### config.mk
export PLATFORM = sky130hd
export DESIGN_NAME = ecap_walker
export DESIGN_NICKNAME = d
export VERILOG_FILES = /design/src/rtl/ecap_walker_pkg.sv /design/src/rtl/ecap_hdr_check.sv /design/src/rtl/ecap_hop_limit.sv /design/src/rtl/ecap_walker.sv
export SDC_FILE = /design/constraint.sdc
export NUM_CORES = 1
export LEC_CHECK = 0
export ABC_AREA = 1
export ABC_CLOCK_PERIOD_IN_PS = 2160
export CORE_ASPECT_RATIO = 0.6
export CORE_MARGIN = 2
export CORE_UTILIZATION = 48
export CTS_CLUSTER_SIZE = 30
export DETAILED_ROUTE_END_ITERATION = 10
export HOLD_SLACK_MARGIN = 0.08
export PLACE_DENSITY = 0.88
export RECOVER_POWER = 50
export SYNTH_ARGS = -nofsm -noshare
export SYNTH_HDL_FRONTEND = slang
export SYNTH_SLANG_ARGS = --single-unit
### constraint.sdc
create_clock -name clk -period 2.16 [get_ports clk]
set_input_delay 0.216 -clock clk [delete_from_list [all_inputs] [get_ports clk]]
set_output_delay 0.216 -clock clk [all_outputs]
set_load 0.01 [all_outputs]
### src/rtl/ecap_walker_pkg.sv
package ecap_walker_pkg;

    localparam int DW_W  = 32;
    localparam int OFS_W = 12;
    localparam int ID_W  = 16;
    localparam int VER_W = 4;

    localparam logic [ID_W-1:0]  VSEC_CAP_ID   = 16'h000B;
    localparam logic [VER_W-1:0] VSEC_CAP_VER  = 4'h1;
    localparam logic [OFS_W-1:0] MIN_EXT_OFS   = 12'h100;
    localparam logic [OFS_W-1:0] DWORD_STEP    = 12'h004;

    // Both dwords of a vendor-specific capability share this layout:
    // header: id / version / next; second dword: vendor id / revision / length.
    typedef struct packed {
        logic [OFS_W-1:0] upper;
        logic [VER_W-1:0] ver;
        logic [ID_W-1:0]  id;
    } cap_dword_t;

    typedef enum logic [1:0] {
        W_IDLE,
        W_HDR,
        W_VSH,
        W_DONE
    } walk_st_e;

    typedef enum logic [1:0] {
        NX_FOLLOW,
        NX_END,
        NX_BAD
    } nxt_kind_e;

    typedef struct packed {
        logic             done;
        logic             found;
        logic             err;
        logic [OFS_W-1:0] base;
    } walk_res_t;

    function automatic nxt_kind_e classify_next(input logic [OFS_W-1:0] p);
        if (p == '0)
            return NX_END;
        else if (p < MIN_EXT_OFS)
            return NX_BAD;
        else
            return NX_FOLLOW;
    endfunction

endpackage

### src/rtl/ecap_hdr_check.sv
module ecap_hdr_check
    import ecap_walker_pkg::*;
(
    input  logic [DW_W-1:0]  dword,
    input  logic [ID_W-1:0]  want_id,
    input  logic [VER_W-1:0] want_rev,
    output logic             is_vsec_hdr,
    output logic             vsec_id_ok,
    output logic [OFS_W-1:0] next_ofs
);
    cap_dword_t view;

    always_comb begin
        view        = cap_dword_t'(dword);
        is_vsec_hdr = (view.id == VSEC_CAP_ID) && (view.ver == VSEC_CAP_VER);
        vsec_id_ok  = (view.id == want_id) && (view.ver == want_rev);
        next_ofs    = view.upper;
    end
endmodule

### src/rtl/ecap_hop_limit.sv
module ecap_hop_limit #(
    parameter int MAX_HOPS = 64
) (
    input  logic clk,
    input  logic rst,
    input  logic first,
    input  logic step,
    output logic at_limit
);
    localparam int HOP_W = $clog2(MAX_HOPS + 1);

    logic [HOP_W-1:0] hops_q;

    // hops_q = number of the header currently being visited (1-based)
    always_ff @(posedge clk) begin
        if (rst)
            hops_q <= '0;
        else if (first)
            hops_q <= HOP_W'(1);
        else if (step)
            hops_q <= hops_q + HOP_W'(1);
    end

    assign at_limit = (hops_q >= HOP_W'(MAX_HOPS));
endmodule

### src/rtl/ecap_walker.sv
module ecap_walker
    import ecap_walker_pkg::*;
#(
    parameter logic [11:0] START_OFS = 12'h100,
    parameter int          MAX_HOPS  = 64
) (
    input  logic        clk,
    input  logic        rst,
    input  logic        start,
    input  logic [15:0] want_vsec_id,
    input  logic [3:0]  want_vsec_rev,
    output logic        rd_req,
    output logic [11:0] rd_addr,
    input  logic        rd_valid,
    input  logic [31:0] rd_data,
    output logic        done,
    output logic        found,
    output logic        err,
    output logic [11:0] base_ofs
);
    walk_st_e         st_q;
    logic [OFS_W-1:0] cur_q;
    logic [OFS_W-1:0] nxt_q;
    logic [ID_W-1:0]  want_id_q;
    logic [VER_W-1:0] want_rev_q;
    walk_res_t        res_q;

    logic             is_vsec_hdr;
    logic             vsec_id_ok;
    logic [OFS_W-1:0] dec_next;
    logic             at_limit;
    logic             launch;
    logic             take;
    logic             moving;
    logic             hop_step;
    logic             in_hdr;
    logic [OFS_W-1:0] follow_ptr;
    nxt_kind_e        kind;

    ecap_hdr_check i_dec (
        .dword       (rd_data),
        .want_id     (want_id_q),
        .want_rev    (want_rev_q),
        .is_vsec_hdr (is_vsec_hdr),
        .vsec_id_ok  (vsec_id_ok),
        .next_ofs    (dec_next)
    );

    ecap_hop_limit #(.MAX_HOPS(MAX_HOPS)) i_hops (
        .clk      (clk),
        .rst      (rst),
        .first    (launch),
        .step     (hop_step),
        .at_limit (at_limit)
    );

    always_comb begin
        in_hdr     = (st_q == W_HDR);
        rd_req     = (st_q == W_HDR) || (st_q == W_VSH);
        rd_addr    = (st_q == W_VSH) ? cur_q + DWORD_STEP : cur_q;
        launch     = start && ((st_q == W_IDLE) || (st_q == W_DONE));
        take       = rd_req && rd_valid;
        // pointer of the header being left: saved one after a vendor header
        follow_ptr = (st_q == W_VSH) ? nxt_q : dec_next;
        kind       = classify_next(follow_ptr);
        moving     = take && ((in_hdr && !is_vsec_hdr) ||
                              ((st_q == W_VSH) && !vsec_id_ok));
        hop_step   = moving && (kind == NX_FOLLOW) && !at_limit;
    end

    always_ff @(posedge clk) begin
        if (rst) begin
            st_q       <= W_IDLE;
            cur_q      <= '0;
            nxt_q      <= '0;
            want_id_q  <= '0;
            want_rev_q <= '0;
            res_q      <= '0;
        end else if (launch) begin
            st_q       <= W_HDR;
            cur_q      <= START_OFS;
            want_id_q  <= want_vsec_id;
            want_rev_q <= want_vsec_rev;
            res_q      <= '0;
        end else if (take && in_hdr && is_vsec_hdr) begin
            nxt_q <= dec_next;
            st_q  <= W_VSH;
        end else if (take && (st_q == W_VSH) && vsec_id_ok) begin
            res_q <= '{done: 1'b1, found: 1'b1, err: 1'b0, base: cur_q};
            st_q  <= W_DONE;
        end else if (moving) begin
            unique case (kind)
                NX_END: begin
                    res_q <= '{done: 1'b1, found: 1'b0, err: 1'b0, base: '0};
                    st_q  <= W_DONE;
                end
                NX_BAD: begin
                    res_q <= '{done: 1'b1, found: 1'b0, err: 1'b1, base: '0};
                    st_q  <= W_DONE;
                end
                default: begin
                    if (at_limit) begin
                        res_q <= '{done: 1'b1, found: 1'b0, err: 1'b1, base: '0};
                        st_q  <= W_DONE;
                    end else begin
                        cur_q <= follow_ptr;
                        st_q  <= W_HDR;
                    end
                end
            endcase
        end
    end

    assign done     = res_q.done;
    assign found    = res_q.found;
    assign err      = res_q.err;
    assign base_ofs = res_q.base;
endmodule

==> results of run 1 <==
stage by stage:
stage	setup TNS (ns)	hold WS (ns)	setup WS, ns	cells	util (%)
CTS	0	0.460	0.00780	757	66.4
detailed placement	-1.51	0.453	-0.0886	738	62.1
floorplan	0	0.288	0.246	544	-
global placement	-0.104	0.447	-0.0521	738	62.1
finish	-0.0243	0.457	-0.0243	761	67.1
global route	-0.275	0.477	-0.136	761	67.1
cell families after synthesis:
family	count (synthesis)	synth area share, %
and+or+nand+nor	271	33.1
AOI/OAI and AO/OA	90	13.3
buffers and inverters	86	10.4
DFF	68	36.0
xor gates and xnor gates	22	5.09
adders and majority gates	5	1.65
muxes	2	0.529
layer usage:
layer  vias to the layer above  part of all wire, %  track usage [%]
li1                       1930                    -                -
met1                      1827                   42             33.9
met2                       236                   46             44.4
met3                        54                  8.1             6.64
met4                         0                  3.2             10.8
met5                         -                    0                0
cell usage in the layout (no fill, tap or decap), types with 2 or more instances in the layout:
cell             count
nor4_1               2
nor2_1              69
mux2i_1              2
nand2_4              2
clkdlybuf4s50_1     76
a21oi_1             34
clkbuf_16            9
nand4_1              6
buf_2                2
nand2_1            132
o21ai_2              3
nand3_1             17
nor2_4               2
buf_4               25
nor2_2               3
ha_1                 4
dfxtp_1             64
xor2_1              11
a21oi_2             12
clkinv_2             2
buf_12               4
xnor2_1             11
inv_2               11
nor3_1               5
clkinv_4             2
or2_2                4
clkbuf_2             2
clkdlybuf4s15_1      2
nand2_2             10
inv_1               52
nand3_2             12
dfxtp_2              3
o21ai_0             40
power by group:
| group | switching (mW) | internal, mW | leakage (nW) |
|---|---|---|---|
| clock network | 0.560 | 0.893 | 0.142 |
| logic | 0.285 | 0.233 | 1.50 |
| registers | 0.0428 | 1.30 | 0.555 |
sequential cells by signal, indices dropped and copies added (netlist names):
signal         cells
want_id_q         16
base_ofs          12
cur_q             12
nxt_q             12
i_hops.hops_q      7
want_rev_q         4
st_q               2
done               1
err                1
found              1
worst paths after layout:
kind	endpoint	slack, ns	depth (start not counted)
min	want_id_q[6]	0.46	2
min reg2reg	want_id_q[6]	0.46	2
max	rd_addr[11]	-0.02	9
max reg2reg	cur_q[8]	0.03	13
what timing repair did:
action / CTS / global route
pin swaps: 4 / 8
buffers inserted: 3 / 4
endpoints found under the setup margin: 19 / 15
resized for setup: 18 / 15
cell type report:
| type | count | share of cell area (%) |
|---|---|---|
| Clock inverter | 6 | 1.25 |
| Tap cell | 108 | 2.60 |
| Clock buffer | 10 | 4.40 |
| Inverter | 65 | 4.73 |
| Timing Repair Buffer | 114 | 21.1 |
| Multi-Input combinational cell | 390 | 39.6 |
| Sequential cell | 68 | 26.3 |
worst max-delay path: stages (launching register included):
cell      delay [ns]
dfxtp_2         0.32
inv_2           0.06
ha_4            0.17
nand4_1         0.15
nand3b_1        0.29
nor2_2          0.17
buf_4           0.13
nand3_2         0.06
xnor2_1         0.15
buf_2           0.14
==> impl_metrics.py, run 1 <==
metrics = {
    "job": {
        "maxCapViolCount": 0,
    },
    "worst_setup_path": {
        "critPathLaunch": "st_q[0]",
        "end_kind": "output pin",
        "critPathKind": "reg2out",
        "start_kind": "flop",
        "worstPathArrival_ns": 1.97,
        "crit_fanout": 4,
        "critPathRequiredTime_ns": 1.94,
        "reg2reg_from": "st_q[0]",
    },
    "clock_tree": {
        "cts_tree": "built",
        "clock-sinks": 68,
        "cts_buffer_depth": 2,
        "clock_latency_ns": 0.33,
        "cts_buffers": 9,
        "clk_pin_slew_worst_paths_ns": 0.06,
        "ctsHtreeMaxLevel": 3,
        "clock-root-buffer": "clkbuf_16",
        "postCtsHoldBufs": 0,
    },
    "sta": {
        "period_minus_slack_ns": 2.18,
        "hold_viol_final": 0,
        "setup_viol": 1,
        "tightest_slew_ns": 0.659,
        "slew_headroom_pct": 56.0,
        "fin_ws_ns": -0.0243,
        "rsz0062_at_grt": "yes",
        "fin_skew_ns": 0.00856,
        "fin_crit_sh_pct": 101,
        "fmax_ghz": 0.458,
        "drv_slew": 0,
    },
    "layout": {
        "nets": 709,
        "drive_gt1_share_pct": 18.1,
        "area_growth_pct": 37.6,
        "multi_input_area_mm2": 0.00206,
        "diodes": 0,
        "final_area_mm2": 0.00521,
        "seqCellArea_mm2": 0.00137,
        "fill_cells": 560,
    },
    "placement": {
        "gp_congestion": 0.893,
        "place_area_mm2": 0.00482,
        "hpwl_um": 7990,
        "port_buffers": 83,
    },
    "yosys": {
        "syn_nets": 605,
        "yosysMostFrequentCell": "nand2_1",
        "synth_edf_count": 0,
        "yosys-top-cells-area": "dfxtp_1 (36%), nand2_1 (13%), nor2_1 (7.0%)",
        "synth-seq-area-share_pct": 36.0,
        "syn_avg_cell_area_um2": 6.95,
        "synth_async_sr_flop_share_pct": 0,
        "yosys.area.top_type": "dfxtp_1",
        "netlist.area_leader.share_pct": 36.0,
        "ys_types": 38,
        "synth_common_cells": "nand2_1 (132), nor2_1 (71), dfxtp_1 (68)",
        "ys_warn_count": 0,
        "synth_area_mm2": 0.00378,
        "ys_ff_latch": 68,
        "synth_ff_type": "dfxtp_1",
        "synthCells": 544,
    },
    "detailed_routing": {
        "final_antenna_net_count": 0,
        "drc_errors": 0,
        "routedWlPerCell_um": 15.3,
        "vias": 4047,
        "drt_first_pass_iters": 6,
        "wl_um": 11600,
        "viasPerCell": 5.32,
        "initialDrtViolationCount": 442,
    },
    "floorplanning": {
        "core_mm2": 0.00776,
        "start_util_pct": 48.8,
        "io-pin-count": 84,
        "die_y_um": 72.8,
        "rows": 25,
        "die_area_mm2": 0.00863,
        "die_x_um": 119,
    },
    "global_route": {
        "antenna_found_initial": 0,
        "grt_util_all_layers_pct": 26.7,
        "grt_max_degree": 36,
        "grt_pass1_wl_um": 18500,
        "grt_pass1_vias": 3907,
        "grt-ovfl-total": 0,
    },
    "power": {
        "p_leak_nw": 2.20,
        "irDropWorstVdd_mv": 0.411,
        "power_mw": 3.32,
        "p_per_area_mw_per_mm2": 637,
    },
    "run_status": {
        "violations": "setup timing",
        "status": "finished with violations",
    },
    "worst_hold_path": {
        "min_from": "want_id_q[6]",
        "hold_class": "reg2reg",
    },
}
(Power assumes the default switching activity.)
==> run 2: changes to the inputs <==
--- a/config.mk
+++ b/config.mk
@@ -17,4 +17,5 @@
 export RECOVER_POWER = 50
 export SYNTH_ARGS = -nofsm -noshare
 export SYNTH_HDL_FRONTEND = slang
+export SYNTH_HIERARCHICAL = 1
 export SYNTH_SLANG_ARGS = --single-unit
==> impl_metrics.py, run 2 <==
metrics = {
    "sta": {
        "rsz0062_at_grt": "yes",
        "drv_slew": 0,
        "hold_viol_final": 0,
        "fin_crit_sh_pct": 102,
        "fmax_ghz": 0.453,
        "setup_tns_ns": -0.312,
        "fin_ws_ns": -0.0492,
        "slew_headroom_pct": 47.1,
        "setup_viol": 14,
        "period_minus_slack_ns": 2.21,
        "fin_skew_ns": 0.00519,
        "tightest_slew_ns": 0.794,
    },
    "floorplanning": {
        "io-pin-count": 84,
        "die_area_mm2": 0.00829,
        "die_x_um": 116,
        "start_util_pct": 49.7,
        "die_y_um": 71.3,
        "core_mm2": 0.00730,
        "rows": 24,
    },
    "clock_tree": {
        "clk_pin_slew_worst_paths_ns": 0.06,
        "clock-sinks": 68,
        "clock-root-buffer": "clkbuf_16",
        "ctsHtreeMaxLevel": 3,
        "cts_buffers": 9,
        "postCtsHoldBufs": 0,
        "clock_latency_ns": 0.33,
        "cts_buffer_depth": 2,
        "cts_tree": "built",
    },
    "global_route": {
        "grt_pass1_wl_um": 16700,
        "grt_max_degree": 24,
        "grt_pass1_vias": 3656,
        "grt-ovfl-total": 0,
        "grt_util_all_layers_pct": 25.9,
        "antenna_found_initial": 0,
    },
    "detailed_routing": {
        "drc_errors": 0,
        "final_antenna_net_count": 0,
        "drt_first_pass_iters": 5,
        "viasPerCell": 5.20,
        "routedWlPerCell_um": 15.0,
        "vias": 4000,
        "initialDrtViolationCount": 342,
        "wl_um": 11500,
    },
    "worst_setup_path": {
        "critPathKind": "in2reg",
        "rr_worst_depth": 14,
        "critPathRequiredTime_ns": 2.38,
        "reg2reg_from": "want_id_q[0]",
        "crit_fanout": 12,
        "worstPathArrival_ns": 2.43,
        "end_kind": "flop",
        "r2r_end": "base_ofs[5]",
        "r2r_slack_ns": -0.02,
        "start_kind": "primary input",
    },
    "yosys": {
        "synth_area_mm2": 0.00363,
        "syn_avg_cell_area_um2": 6.47,
        "yosys.area.top_type": "dfxtp_1",
        "synthCells": 561,
        "ys_types": 25,
        "yosysMostFrequentCell": "nand2_1",
        "ys_ff_latch": 68,
        "netlist.area_leader.share_pct": 37.5,
        "synth-seq-area-share_pct": 37.5,
        "yosys-top-cells-area": "dfxtp_1 (38%), nand2_1 (16%), nor2_1 (9.6%)",
        "ys_warn_count": 6,
        "synth_common_cells": "nand2_1 (152), nor2_1 (93), inv_1 (72)",
        "synth_async_sr_flop_share_pct": 0,
        "synth_ff_type": "dfxtp_1",
        "synth_edf_count": 0,
        "syn_nets": 622,
    },
    "layout": {
        "layout_commonest_cell": "nand2_1",
        "seqCellArea_mm2": 0.00137,
        "final_area_mm2": 0.00514,
        "final_cell_mix": "nand2_1 (145), nor2_1 (85), inv_1 (68)",
        "largest-register": "want_id_q",
        "fill_cells": 529,
        "multi_input_area_mm2": 0.00193,
        "diodes": 0,
        "largest_register_ffs": 16,
        "drive_gt1_share_pct": 15.6,
        "area_growth_pct": 41.8,
        "nets": 721,
    },
    "worst_hold_path": {
        "min_from": "nxt_q[5]",
        "holdPathStages": 2,
        "hold_class": "reg2reg",
        "min_to": "nxt_q[5]",
    },
    "placement": {
        "place_area_mm2": 0.00464,
        "gp_congestion": 0.941,
        "port_buffers": 83,
        "hpwl_um": 7570,
    },
    "job": {
        "maxCapViolCount": 0,
    },
    "run_status": {
        "violations": "setup timing",
        "status": "finished with violations",
    },
    "power": {
        "power_mw": 3.16,
        "irDropWorstVdd_mv": 0.302,
        "p_leak_nw": 2.31,
        "p_per_area_mw_per_mm2": 614,
    },
}
run 2: repair_timing:
item                                   4_1_cts  5_1_grt
gates resized for setup                     22       47
cloned                                       0        2
endpoints found under the hold margin        0        0
buffers inserted                             3        3
pin swaps                                    3       28
setup endpoints to repair                   32       37
run 2: kinds of logic (layout without fill, tap and decap cells):
logic type / after synthesis / count (layout) / share of synthesized area [%]
flops: 68 / 68 / 37.5
xor+xnor: 19 / 19 / 4.59
compound gates: 84 / 84 / 12.0
fa+ha+maj: 5 / 5 / 1.72
buf+inv: 109 / 212 / 13.6
simple gates: 276 / 277 / 30.5
run 2: through the flow:
step	instances	utilization (%)	hold WS, ns	setup WS, ns
finish	769	70.5	0.452	-0.0492
global route	769	70.5	0.483	-0.112
CTS	765	68.1	0.453	0.000357
detailed placement	746	63.6	0.445	-0.546
global placement	746	63.6	0.439	-0.401
floorplan	561	-	0.285	0.0416
run 2: area by class of cell:
class / count / share of cell area [%]
clock buffers: 11 / 4.52
well taps: 104 / 2.53
flip-flops and latches: 68 / 26.6
repair buffers: 121 / 22.7
clock inverters: 5 / 0.559
inverters: 75 / 5.47
multi-input cells: 385 / 37.6
run 2: metal layers:
| layer | GRT usage (%) | vias to the layer above | wire (um) |
|---|---|---|---|
| met5 | 0 | - | 0 |
| met4 | 7.54 | 0 | 352 |
| met3 | 7.95 | 48 | 1230 |
| met2 | 42.8 | 258 | 5260 |
| met1 | 33.0 | 1785 | 4710 |
| li1 | - | 1909 | - |
run 2: how the worst max path moves through the flow:
stage	from	end	slack, ns	cells past startpoint
after floorplan	st_q[0]	i_hops/hops_q[6]	0.04	14
after global placement	rd_data[5]	i_hops/hops_q[6]	-0.40	18
after detailed placement	rd_data[9]	i_hops/hops_q[6]	-0.55	18
after CTS	rd_data[0]	cur_q[9]	0.0004	14
after global routing	want_id_q[0]	err	-0.11	14
final	rd_data[16]	cur_q[9]	-0.05	16
run 2: critical path: stages:
cell             delay [ns]
clkdlybuf4s50_1        0.51
buf_4                  0.13
nand2_1                0.05
nor3_1                 0.16
nand4_1                0.18
nor2_1                 0.19
inv_1                  0.09
nand2_1                0.09
nand2_1                0.07
nand2_2                0.13
nand2_4                0.09
nand2_4                0.09
nor2_2                 0.06
buf_12                 0.14
o21ai_0                0.17
nor2_1                 0.07
run 2: report_power, final:
group,switching (mW),internal [mW],leakage (nW)
Combinational,0.267,0.233,1.63
Sequential,0.0486,1.31,0.555
Clock,0.532,0.770,0.133
